<file path="src/rtl/sram_lane_ctrl.sv">
module sram_lane_ctrl #(
  parameter int ADDR_W       = 16,
  parameter int DATA_W       = 16,
  parameter int ACCESS_CYC   = 2,
  parameter int WP_CYC       = 2,
  parameter int TURN_CYC     = 1,
  parameter bit OE_LOW_WRITE = 1'b0
) (
  input  logic              clk,
  input  logic              rst_n,
  input  logic              req_valid,
  input  logic              req_write,
  input  logic [ADDR_W-1:0] req_addr,
  input  logic [DATA_W-1:0] req_wdata,
  input  logic [1:0]        req_be,
  output logic              req_ready,
  output logic              rsp_valid,
  output logic [DATA_W-1:0] rsp_rdata,
  output logic [ADDR_W-1:0] mem_addr,
  output logic              mem_cs_n,
  output logic              mem_oe_n,
  output logic              mem_we_n,
  output logic              mem_ub_n,
  output logic              mem_lb_n,
  output logic [DATA_W-1:0] mem_dq_o,
  output logic              mem_dq_oe,
  input  logic [DATA_W-1:0] mem_dq_i
);

  localparam int LANE_W = DATA_W / 2;
  localparam int WR_LEN = OE_LOW_WRITE ? TURN_CYC + WP_CYC : WP_CYC;
  localparam int CNT_W  = $clog2(ACCESS_CYC + TURN_CYC + WP_CYC + 1);

  typedef enum logic [1:0] {S_IDLE, S_TURN, S_READ, S_WRITE} st_t;

  st_t              st;
  logic [CNT_W-1:0] cnt;
  logic [ADDR_W-1:0] addr_q;
  logic [DATA_W-1:0] wdata_q;
  logic [1:0]       be_q;
  logic             last_rd;
  logic [DATA_W-1:0] lane_mask;

  assign req_ready = (st == S_IDLE);
  assign mem_addr  = addr_q;
  assign mem_dq_o  = wdata_q;
  assign lane_mask = {{LANE_W{be_q[1]}}, {LANE_W{be_q[0]}}};

  always_ff @(posedge clk) begin
    if (!rst_n) begin
      st        <= S_IDLE;
      cnt       <= '0;
      addr_q    <= '0;
      wdata_q   <= '0;
      be_q      <= '0;
      last_rd   <= 1'b0;
      mem_cs_n  <= 1'b1;
      mem_oe_n  <= 1'b1;
      mem_we_n  <= 1'b1;
      mem_ub_n  <= 1'b1;
      mem_lb_n  <= 1'b1;
      mem_dq_oe <= 1'b0;
      rsp_valid <= 1'b0;
      rsp_rdata <= '0;
    end else begin
      rsp_valid <= 1'b0;
      case (st)
        S_IDLE: begin
          if (req_valid) begin
            if (req_be == 2'b00) begin
              if (!req_write) begin
                rsp_valid <= 1'b1;
                rsp_rdata <= '0;
              end
            end else begin
              addr_q  <= req_addr;
              wdata_q <= req_wdata;
              be_q    <= req_be;
              if (!req_write) begin
                st       <= S_READ;
                cnt      <= CNT_W'(ACCESS_CYC - 1);
                last_rd  <= 1'b1;
                mem_cs_n <= 1'b0;
                mem_oe_n <= 1'b0;
                mem_ub_n <= !req_be[1];
                mem_lb_n <= !req_be[0];
              end else if (last_rd) begin
                st      <= S_TURN;
                cnt     <= CNT_W'(TURN_CYC - 1);
                last_rd <= 1'b0;
              end else begin
                st        <= S_WRITE;
                cnt       <= CNT_W'(WR_LEN - 1);
                mem_cs_n  <= 1'b0;
                mem_we_n  <= 1'b0;
                mem_oe_n  <= !OE_LOW_WRITE;
                mem_ub_n  <= !req_be[1];
                mem_lb_n  <= !req_be[0];
                mem_dq_oe <= !OE_LOW_WRITE;
              end
            end
          end
        end
        S_TURN: begin
          if (cnt == '0) begin
            st        <= S_WRITE;
            cnt       <= CNT_W'(WR_LEN - 1);
            mem_cs_n  <= 1'b0;
            mem_we_n  <= 1'b0;
            mem_oe_n  <= !OE_LOW_WRITE;
            mem_ub_n  <= !be_q[1];
            mem_lb_n  <= !be_q[0];
            mem_dq_oe <= !OE_LOW_WRITE;
          end else begin
            cnt <= cnt - 1'b1;
          end
        end
        S_READ: begin
          if (cnt == '0) begin
            st        <= S_IDLE;
            rsp_valid <= 1'b1;
            rsp_rdata <= mem_dq_i & lane_mask;
            mem_cs_n  <= 1'b1;
            mem_oe_n  <= 1'b1;
            mem_ub_n  <= 1'b1;
            mem_lb_n  <= 1'b1;
          end else begin
            cnt <= cnt - 1'b1;
          end
        end
        S_WRITE: begin
          if (cnt == '0) begin
            st        <= S_IDLE;
            mem_cs_n  <= 1'b1;
            mem_oe_n  <= 1'b1;
            mem_we_n  <= 1'b1;
            mem_ub_n  <= 1'b1;
            mem_lb_n  <= 1'b1;
            mem_dq_oe <= 1'b0;
          end else begin
            cnt <= cnt - 1'b1;
            if (cnt == CNT_W'(WP_CYC)) mem_dq_oe <= 1'b1;
          end
        end
        default: st <= S_IDLE;
      endcase
    end
  end

  a_r8_no_drive_on_read: assert property (@(posedge clk) disable iff (!rst_n)
    !(mem_dq_oe && !mem_oe_n && mem_we_n));

  a_r9_write_qualified: assert property (@(posedge clk) disable iff (!rst_n)
    !mem_we_n |-> (!mem_cs_n && (!mem_ub_n || !mem_lb_n)));

  a_r9_busy_while_selected: assert property (@(posedge clk) disable iff (!rst_n)
    !mem_cs_n |-> !req_ready);

  a_r11_addr_stable: assert property (@(posedge clk) disable iff (!rst_n)
    (!mem_cs_n && $past(!mem_cs_n)) |-> $stable(mem_addr));

  a_r2_single_strobe: assert property (@(posedge clk) disable iff (!rst_n)
    rsp_valid |=> !rsp_valid);

  a_r6_lanes_follow_select: assert property (@(posedge clk) disable iff (!rst_n)
    mem_cs_n |-> (mem_ub_n && mem_lb_n && mem_we_n && mem_oe_n));

endmodule

</file>
<file path="config.mk">
export PLATFORM = sky130hd
export DESIGN_NAME = sram_lane_ctrl
export DESIGN_NICKNAME = d
export VERILOG_FILES = /design/src/rtl/sram_lane_ctrl.sv
export SDC_FILE = /design/constraint.sdc
export NUM_CORES = 1
export LEC_CHECK = 0
export ABC_AREA = 1
export BUFFER_PORTS_ARGS = -buffer_cell sky130_fd_sc_hd__buf_2
export CAP_MARGIN = 20
export CORE_UTILIZATION = 49
export CTS_BUF_LIST = sky130_fd_sc_hd__clkbuf_8
export DETAILED_ROUTE_END_ITERATION = 12
export GPL_ROUTABILITY_DRIVEN = 0
export PLACE_DENSITY = 0.81
export SLEW_MARGIN = 5
export SYNTH_ARGS = -nofsm -noshare
export SYNTH_HDL_FRONTEND = slang
export SYNTH_SLANG_ARGS = --single-unit
</file>
<file path="constraint.sdc">
create_clock -name clk -period 1.4 [get_ports clk]
set_input_delay 0.07 -clock clk [delete_from_list [all_inputs] [get_ports clk]]
set_output_delay 0.07 -clock clk [all_outputs]
set_load 0.01 [all_outputs]
</file>
==> out/results.ini <==
[outcome]
status=complete, no violations

[logic_synthesis]
syn_area_mm2=0.00261
ys_seq_area_share_pct=48.4
synth_top_area_share_pct=48.4
syn_avg_cell_area_um2=7.18
yosysWarnings=0
syn_nets=419
netlist_instances=363
synth_seq_cells=63
synth_top_area_cell=dfxtp_1
synth_most_common_cell=nor2_1
synth_edf_count=0
synth_cell_types=21
synthTopCellsByCount=nor2_1 (125), dfxtp_1 (63), nand2_1 (51)
synth_ff_type=dfxtp_1
ys_top_cells_by_area=dfxtp_1 (48%), nor2_1 (18%), o21ai_0 (7.7%)
async_flop_share_pct=0

[hold_path]
hold_path_class=in2reg
hp-start=req_be[1]
hold_depth=3
hold_path_end=be_q[1]

[global_route]
grt_max_degree=34
antenna_found_initial=0
grt_pass1_vias=2601
grt_pass1_wl_mm=11.7
grt_overflow=0
grtUsageTotal_pct=27.8

[floorplan]
placementRows=26
dieWidth_um=75.0
core-area_mm2=0.00511
num_io_pins=110
die-height_um=75.0
die-area_mm2=0.00562
start_util_pct=51.1

[clocking]
cts_root_buffer=clkbuf_8
postCtsSetupBuffers=0
clk_latency_ns=0.34
cts_tree=yes
clkTransAtPathRegs_ns=0.07
htreeDepth=3
clock_sinks=63
numCtsBuffers=9
cts_max_path_buffers=2

[drt]
vias=2895
first_iter_violations=161
firstDrtPassIters=5
wl_mm=7.65
drc=0
post_drt_wl_per_cell_um=13.0
antenna_left=0
post_drt_via_cell_ratio=4.94

[placed_design]
placed_area_mm2=0.00322
place_hpwl_mm=4.50
placed_cells=537
io_buffers=109

[timing]
rsz0062_at_grt=no
relSlewSlack_pct=77.3
period_share_pct=95.3
setup_viol=0
timing_max_transition_violations_final=0
tightest_slew_ns=0.340
fin_skew_ns=0.00618
period_minus_slack_ns=1.33
max_freq_mhz=749
hold_viol=0

[worst_setup_path]
r2r_slack_ns=0.07
start_kind=register
worstSetupPathType=reg2reg
required_ns=1.64
rr_worst_depth=8
crit_arrival_ns=1.57
rr_startpoint=st[0]
cp_max_fo=5
crit_path_end_kind=register
r2r-end=cnt[2]

[cells_and_area]
area_growth_syn_to_layout_pct=46.3
diodes=0
stdcell_count=586
fillers=390
drive_gt1_share_pct=30.6
finish.utilization_pct=74.7
postLayoutCellArea_mm2=0.00381
nets=568

[pwr]
power_mw=7.30
cellLeakagePower_nw=2.02
ir_drop_v=0.00102
power_density_mw_per_mm2=1910

[run]
cap_violations=0

==> flip-flops by register name, summed over array words and instances, names as in the netlist, 2 cells and up <==
| name | count |
|---|---|
| st | 2 |
| mem_dq_o | 16 |
| cnt | 3 |
| be_q | 2 |
| rsp_rdata | 16 |
| mem_addr | 16 |
==> cells by family after synthesis <==
logic type                 share of synthesized area, %
AOI/OAI and AO/OA                                  11.6
and+or+nand+nor                                    30.6
DFF                                                48.4
buffers and inverters                              8.45
adders and majority gates                         0.960
==> per-stage QoR <==
stage | setup WS (ns) | TNS [ns] | hold slack (ns)
6_report | 0.0653 | 0 | 0.0201
5_1_grt | 0.000523 | 0 | 0.0416
4_1_cts | 0.00652 | 0 | 0.0111
3_5_place_dp | -0.0387 | -0.181 | 0.296
3_3_place_gp | 0.0352 | 0 | 0.291
2_1_floorplan | 0.0938 | 0 | 0.160
==> cell type report <==
cell class              instances  area, um2  area share [%]
flip-flops and latches         63       1260            33.2
multi-input cells             257       1160            30.4
repair buffers                153        978            25.6
clock buffers                  10        138            3.61
inverters                      28        113            2.95
well taps                      70       87.6            2.30
clock inverters                 5       73.8            1.94
==> layout by cell type (no fill, tap or decap), drive strengths merged <==
cell type / Yosys / layout
a22oi: 3 / 3
a21oi: 9 / 9
inv: 28 / 29
o21ai: 47 / 47
dfxtp: 63 / 63
nand3: 13 / 13
dlygate4sd3: 0 / 33
clkbuf: 5 / 10
clkinv: 0 / 2
bufinv: 0 / 2
nor2: 129 / 129
buf: 10 / 120
nand2: 54 / 54
ha: 2 / 2
==> worst max-delay path by stage <==
stage / from / end / cells after the start / slack [ns]
after floorplan: st[0] / rsp_rdata[0] / 9 / 0.09
after global placement: cnt[0] / rsp_rdata[2] / 9 / 0.04
after detailed placement: cnt[0] / rsp_rdata[0] / 9 / -0.04
after CTS: cnt[1] / rsp_rdata[15] / 9 / 0.007
after global routing: st[0] / cnt[2] / 8 / 0.0005
final: st[0] / cnt[2] / 8 / 0.07
==> metal layers <==
metal  part of all wire, %  global-route usage [%]
met5                     0                       0
met2                    47                    46.3
met3                   7.9                    6.96
met4                   1.7                    13.4
met1                    43                    33.6
==> power breakdown <==
part	switching (mW)	total [mW]	internal (mW)
clock	0.698	1.73	1.03
sequential	0.322	2.68	2.35
combinational	1.73	2.90	1.16
==> repair_timing <==
action / in CTS / in global routing
hold endpoints to repair: 33 / 0
cloned: 0 / 1
hold buffers: 33 / 0
pin swaps: 1 / 2
resized for setup: 2 / 20
endpoints found under the setup margin: 18 / 60
==> worst max-delay path, stage by stage, from the launching register on <==
cell     delay (ns)
dfxtp_1        0.42
nor2_4         0.09
buf_4          0.16
nand2_1        0.05
nand2_1        0.10
nor2_1         0.19
nand3_1        0.11
nand2_1        0.08
nor2_1         0.03
No activity file was read; power rests on OpenSTA's default activity.
